--- config.mk ---
export PLATFORM = sky130hd
export DESIGN_NAME = dbus_cmd_target
export DESIGN_NICKNAME = d
export VERILOG_FILES = /design/src/rtl/dbus_tgt_pkg.sv /design/src/rtl/dbus_cycle_capture.sv /design/src/rtl/dbus_tgt_regs.sv /design/src/rtl/dbus_irq_latch.sv /design/src/rtl/dbus_cmd_target.sv
export SDC_FILE = /design/constraint.sdc
export NUM_CORES = 1
export LEC_CHECK = 0
export ABC_AREA = 1
export BUFFER_PORTS_ARGS = -buffer_cell sky130_fd_sc_hd__buf_4
export CAP_MARGIN = 0
export CORE_MARGIN = 1.5
export CORE_UTILIZATION = 45
export CTS_CLUSTER_DIAMETER = 40
export CTS_CLUSTER_SIZE = 30
export DETAILED_ROUTE_END_ITERATION = 6
export PLACE_DENSITY = 0.69
export SLEW_MARGIN = 30
export SYNTH_ARGS = -nofsm -noshare
export SYNTH_HDL_FRONTEND = slang
export SYNTH_SLANG_ARGS = --single-unit
--- constraint.sdc ---
create_clock -name clk -period 3 [get_ports clk]
set_clock_uncertainty 0.2 [all_clocks]
set_input_delay 0.6 -clock clk [delete_from_list [all_inputs] [get_ports clk]]
set_output_delay 0.6 -clock clk [all_outputs]
set_load 0.03 [all_outputs]
--- src/rtl/dbus_tgt_pkg.sv ---
package dbus_tgt_pkg;

    localparam int DATA_W  = 8;
    localparam int ID_W    = 3;
    localparam int SEL_W   = 2;
    localparam int CNT_W   = 3;
    localparam int NUM_PRM = 3;
    localparam int MODE_W  = 4;
    localparam int PRM_BUS_W = NUM_PRM * DATA_W;
    localparam logic [CNT_W-1:0] CNT_MAX = {CNT_W{1'b1}};

    // mode word: index in [3:2], transfer request in [1], enable in [0]
    typedef struct packed {
        logic [SEL_W-1:0] sel;
        logic             dma_req;
        logic             enable;
    } mode_t;

    // one host cycle as seen during its low phase
    typedef struct packed {
        logic              a1;
        logic              rw;
        logic [DATA_W-1:0] data;
    } cycle_t;

    function automatic logic [ID_W-1:0] cmd_id(input logic [DATA_W-1:0] b);
        return b[DATA_W-1 -: ID_W];
    endfunction

    function automatic mode_t cmd_mode(input logic [DATA_W-1:0] b);
        return mode_t'(b[MODE_W-1:0]);
    endfunction

endpackage

--- src/rtl/dbus_cycle_capture.sv ---
module dbus_cycle_capture
    import dbus_tgt_pkg::*;
(
    input  logic              clk,
    input  logic              rst,
    input  logic              bus_cs_n,
    input  logic              bus_rw,
    input  logic              bus_a1,
    input  logic [DATA_W-1:0] bus_din,
    output logic              cyc_start,
    output logic              cyc_done,
    output cycle_t            cyc_q
);

    logic cs_low_q;

    always_ff @(posedge clk) begin
        if (rst) begin
            cs_low_q <= 1'b0;
            cyc_q    <= '0;
        end else begin
            cs_low_q <= ~bus_cs_n;
            if (!bus_cs_n) begin
                cyc_q.a1   <= bus_a1;
                cyc_q.rw   <= bus_rw;
                cyc_q.data <= bus_din;
            end
        end
    end

    assign cyc_start = ~cs_low_q & ~bus_cs_n;
    assign cyc_done  = cs_low_q & bus_cs_n;

endmodule

--- src/rtl/dbus_tgt_regs.sv ---
module dbus_tgt_regs
    import dbus_tgt_pkg::*;
#(
    parameter logic [ID_W-1:0] OWN_ID = 3'd5
) (
    input  logic                 clk,
    input  logic                 rst,
    input  logic                 cyc_done,
    input  cycle_t               cyc_q,
    input  logic                 bus_cs_n,
    input  logic                 bus_rw,
    input  logic                 bus_a1,
    output logic [DATA_W-1:0]    rd_data,
    output logic                 rd_drive,
    output logic                 handled,
    output logic                 live_next,
    output logic                 sel_q,
    output mode_t                mode_q,
    output logic [PRM_BUS_W-1:0] prm_flat
);

    logic              cmd_wr;
    logic              cmd_hit;
    logic              prm_wr;
    logic              sel_d;
    mode_t             mode_d;
    logic [CNT_W-1:0]  cnt_q;
    logic [DATA_W-1:0] prm_q [NUM_PRM];
    logic [DATA_W-1:0] prm_rd;

    assign cmd_wr  = cyc_done & ~cyc_q.a1 & ~cyc_q.rw;
    assign cmd_hit = cmd_wr & (cmd_id(cyc_q.data) == OWN_ID);
    assign prm_wr  = cyc_done & cyc_q.a1 & ~cyc_q.rw & sel_q;
    assign handled = cmd_hit | prm_wr;

    assign sel_d  = cmd_wr ? cmd_hit : sel_q;
    assign mode_d = cmd_hit ? cmd_mode(cyc_q.data) : mode_q;
    assign live_next = sel_d & mode_d.enable;

    always_ff @(posedge clk) begin
        if (rst) begin
            sel_q  <= 1'b0;
            mode_q <= '0;
            cnt_q  <= '0;
        end else begin
            sel_q  <= sel_d;
            mode_q <= mode_d;
            if (cmd_wr)
                cnt_q <= '0;
            else if (prm_wr && cnt_q != CNT_MAX)
                cnt_q <= cnt_q + 1'b1;
        end
    end

    for (genvar i = 0; i < NUM_PRM; i++) begin : g_prm
        always_ff @(posedge clk) begin
            if (rst)
                prm_q[i] <= '0;
            else if (prm_wr && mode_q.sel == SEL_W'(i))
                prm_q[i] <= cyc_q.data;
        end
        assign prm_flat[i*DATA_W +: DATA_W] = prm_q[i];
    end

    always_comb begin
        prm_rd = '0;
        for (int i = 0; i < NUM_PRM; i++)
            if (mode_q.sel == SEL_W'(i))
                prm_rd = prm_q[i];
    end

    assign rd_data  = bus_a1 ? prm_rd : {cnt_q, 1'b0, mode_q};
    assign rd_drive = sel_q & ~bus_cs_n & bus_rw;

endmodule

--- src/rtl/dbus_irq_latch.sv ---
module dbus_irq_latch (
    input  logic clk,
    input  logic rst,
    input  logic live_next,
    input  logic ack,
    input  logic raise,
    output logic irq_pull
);

    logic pend_q;

    always_ff @(posedge clk) begin
        if (rst)
            pend_q <= 1'b0;
        else if (!live_next)
            pend_q <= 1'b0;
        else if (ack)
            pend_q <= 1'b0;
        else if (raise)
            pend_q <= 1'b1;
    end

    assign irq_pull = pend_q;

endmodule

--- src/rtl/dbus_cmd_target.sv ---
module dbus_cmd_target
    import dbus_tgt_pkg::*;
#(
    parameter logic [ID_W-1:0] OWN_ID = 3'd5
) (
    input  logic                 clk,
    input  logic                 rst,
    input  logic                 bus_cs_n,
    input  logic                 bus_rw,
    input  logic                 bus_a1,
    input  logic [DATA_W-1:0]    bus_din,
    output logic [DATA_W-1:0]    bus_dout,
    output logic                 bus_doe,
    output logic                 irq_pull,
    input  logic                 xfer_done,
    output logic                 dma_en,
    output logic                 sel_active,
    output logic [PRM_BUS_W-1:0] prm_q
);

    logic   cyc_start;
    logic   cyc_done;
    cycle_t cyc_q;
    logic   handled;
    logic   live_next;
    logic   sel_q;
    mode_t  mode_q;
    logic   irq_ack;
    logic   irq_raise;
    logic   mode_en_w;

    dbus_cycle_capture u_cap (
        .clk       (clk),
        .rst       (rst),
        .bus_cs_n  (bus_cs_n),
        .bus_rw    (bus_rw),
        .bus_a1    (bus_a1),
        .bus_din   (bus_din),
        .cyc_start (cyc_start),
        .cyc_done  (cyc_done),
        .cyc_q     (cyc_q)
    );

    dbus_tgt_regs #(.OWN_ID(OWN_ID)) u_regs (
        .clk       (clk),
        .rst       (rst),
        .cyc_done  (cyc_done),
        .cyc_q     (cyc_q),
        .bus_cs_n  (bus_cs_n),
        .bus_rw    (bus_rw),
        .bus_a1    (bus_a1),
        .rd_data   (bus_dout),
        .rd_drive  (bus_doe),
        .handled   (handled),
        .live_next (live_next),
        .sel_q     (sel_q),
        .mode_q    (mode_q),
        .prm_flat  (prm_q)
    );

    assign irq_ack   = cyc_start & ~bus_a1;
    assign irq_raise = handled | (xfer_done & sel_q);

    dbus_irq_latch u_irq (
        .clk       (clk),
        .rst       (rst),
        .live_next (live_next),
        .ack       (irq_ack),
        .raise     (irq_raise),
        .irq_pull  (irq_pull)
    );

    assign mode_en_w  = mode_q.enable;
    assign sel_active = sel_q;
    assign dma_en     = sel_q & mode_q.enable & mode_q.dma_req;

endmodule

==> results.sh <==
export IMPL_ctsHtreeMaxLevel=2
export IMPL_num_io_pins=50
export IMPL_setup_tns_ps=0
export IMPL_cp_required_ps=2200
export IMPL_maxUsedRoutingLayer="met4"
export IMPL_cap_violations=0
export IMPL_clkPwrFrac=0.301
export IMPL_min_from="u_cap.cyc_q[8]"
export IMPL_portBuffers=49
export IMPL_grt_usage=0.2157
export IMPL_cts_tree="done"
export IMPL_core_area_um2=4354
export IMPL_die_area_um2=4927
export IMPL_wl_met1_mm=2.074
export IMPL_status="completed"
export IMPL_netlist_top_cells_area="edfxtp_1 35%, dfxtp_1 20%, nor2_1 7.8%"
export IMPL_critPathBufInv=2
export IMPL_critPathKind="flop to output pin"
export IMPL_met2_length_mm=2.528
export IMPL_cellPowerDensity_nw_per_um2=456.3
export IMPL_r2r_cells=5
export IMPL_gp_congestion=0.8748
export IMPL_clk_latency_ps=300
export IMPL_dp_hpwl_mm=3.616
export IMPL_synth_seq_cells=44
export IMPL_ir_drop_v=0.0003726
export IMPL_antenna_found_initial=0
export IMPL_arrival_ps=1650
export IMPL_seq_area_frac_synth=0.5517
export IMPL_fmax_mhz=408.9
export IMPL_min_path_cells=2
export IMPL_syn_num_nets=234
export IMPL_fillers=415
export IMPL_hold_path_endpoint="u_cap.cyc_q[8]"
export IMPL_setup_viol_count_final=0
export IMPL_fin_nets=290
export IMPL_period_share=0.8153
export IMPL_vias=1708
export IMPL_finalPower_uw=1162
export IMPL_cp_max_fo=10
export IMPL_yosys_warnings=0
export IMPL_cp_top_family="flip-flops"
export IMPL_cts_hold_buffers=0
export IMPL_cts_path_max_buffers=2
export IMPL_antenna_cells=0
export IMPL_synthToLayoutAreaGrowth_pct=25.37
export IMPL_netlist_cell_type_count=25
export IMPL_min_path_type="flop to flop"
export IMPL_drtAntennaViolNets=0
export IMPL_grt_pass1_vias=1635
export IMPL_finalHoldViolations=0
export IMPL_seqPwrFrac=0.572
export IMPL_post_route_min_period_ps=2446
export IMPL_dp_cells=319
export IMPL_p_leak_uw=0.001083
export IMPL_r2r_setup_slack_ps=1190
export IMPL_p_sw_uw=295.8
export IMPL_synth_top_area_cell="edfxtp_1"
export IMPL_via_per_inst=5.223
export IMPL_cts_root_buf="clkbuf_8"
export IMPL_path_clk_slew_ps=80
export IMPL_swShare=0.2545
export IMPL_start_util=0.4667
export IMPL_slew_headroom=0.7651
export IMPL_layout_drive_gt1_share=0.2982
export IMPL_final_max_slew_viol_count=0
export IMPL_dr_pass1_iters=4
export IMPL_worst_slew_pin_slew_ps=352.0
export IMPL_end_kind="output pin"
export IMPL_cpMaxStageDelayCell="dfxtp_1"
export IMPL_final_cell_mix="54 x buf_4, 42 x nor2_1, 32 x nand2_1"
export IMPL_cts_buffers=5
export IMPL_wl_mm=4.899
export IMPL_r2r_start="u_regs.mode_q[3]"
export IMPL_r2r_end="u_regs.prm_q[2][0]"
export IMPL_yosysTopAreaCellShare=0.3547
export IMPL_cpPeakStageDelay_ps=450
export IMPL_drtIter0Drc=98
export IMPL_wl_per_cell_um=14.98
export IMPL_cts_sinks=44
export IMPL_wl_met3_um=187
export IMPL_stdcell_count=327
export IMPL_overflow=0
export IMPL_grt_pass1_wl_mm=8.038
export IMPL_die_w_um=70.20
export IMPL_crit_path_start_kind="flop"
export IMPL_crit_chain="inv_2, nor2_4, nand2_1, a31oi_1, buf_4"
export IMPL_cts_setup_buffers=0
export IMPL_synth_avg_cell_area_um2=9.321
export IMPL_grt_max_degree=22
export IMPL_die_y_um=70.20
export IMPL_netlist_area_um2=2032
export IMPL_rows=24
export IMPL_drc_errors=0
export IMPL_cts_resized=0
export IMPL_power_frac_comb=0.126
export IMPL_rsz0062_at_grt="false"
export IMPL_final_common_cell="buf_4"
export IMPL_p_int_uw=866.7
export IMPL_syn_inst=218
cell type report:
class | instances | area [µm²] | area share
Clock buffer | 7 | 76.32 | 0.02996
Clock inverter | 1 | 3.754 | 0.001473
Inverter | 25 | 98.84 | 0.03880
Multi-Input combinational cell | 144 | 777.0 | 0.3050
Sequential cell | 44 | 1121 | 0.4401
Tap cell | 52 | 65.06 | 0.02554
Timing Repair Buffer | 54 | 405.4 | 0.1591
per-stage QoR:
step           cell area [µm²]  hold WS [ps]    util  setup slack (ps)
6_report                  2547         296.1  0.5851             554.2
5_1_grt                   2547         291.6  0.5851             446.6
4_1_cts                   2547         286.6  0.5851             554.1
3_5_place_dp              2467         286.6  0.5667             732.1
3_3_place_gp              2467         270.4  0.5667             740.4
2_1_floorplan             2032         251.9       -             734.1
power groups by stage:
stage / combinational, µW / sequential, µW / clock [µW]
finish: 147 / 665 / 350
global route: 159 / 667 / 377
CTS: 148 / 665 / 357
detailed placement: 147 / 679 / 0
global placement: 146 / 678 / 0
floorplan: 68.7 / 699 / 0
logic make-up (layout without fill, tap and decap cells):
group           count (synthesis)  count (layout)  share of synthesized area
fa+ha+maj                       2               2                    0.01231
simple gates                  101             101                     0.2623
flops                          44              44                     0.5517
compound gates                 41              41                     0.1078
buf+inv                        30              87                    0.06588
layer usage:
layer	up-vias	GRT usage
li1	836	-
met1	816	0.2738
met2	47	0.3587
met3	9	0.04473
met4	0	0.08974
met5	-	0
worst max path at each step:
stage / from / to / slack, ps / cells after the start
after floorplan: bus_a1 / bus_dout[0] / 730 / 4
after global placement: bus_a1 / bus_dout[2] / 740 / 5
after detailed placement: bus_a1 / bus_dout[0] / 730 / 5
after CTS: u_regs.mode_q[3] / bus_dout[0] / 550 / 5
after global routing: u_regs.mode_q[3] / bus_dout[5] / 450 / 7
final: u_regs.mode_q[3] / bus_dout[0] / 550 / 5
cells in the mapped netlist:
master	number
o21ai_0	14
edfxtp_1	24
nand2_2	3
inv_2	3
nand3_1	10
clkbuf_1	1
buf_4	2
nand3_2	2
inv_1	20
inv_4	2
nor2_8	2
nor2_4	3
ha_1	2
nand3_4	3
dfxtp_1	20
a211oi_1	1
buf_6	1
nand2_1	32
a21oi_1	19
nor2_1	42
nand2_4	3
buf_2	1
a31oi_1	6
o21ai_2	1
nor2_2	1
state kept, by name, summed over array words and instances, names as in the netlist:
register        cells
u_regs.cnt_q        3
u_regs.mode_q       4
u_regs.sel_q        1
u_irq.irq_pull      1
u_regs.prm_q       24
u_cap.cyc_q        10
u_cap.cs_low_q      1
tightest hold or removal path: cells and delay by family (launching register included):
kind | cells | cell delay (ps)
flops | 1 | 330
simple gates | 1 | 70
compound gates | 1 | 60
Note: power is estimated with default switching activity, not from simulation.
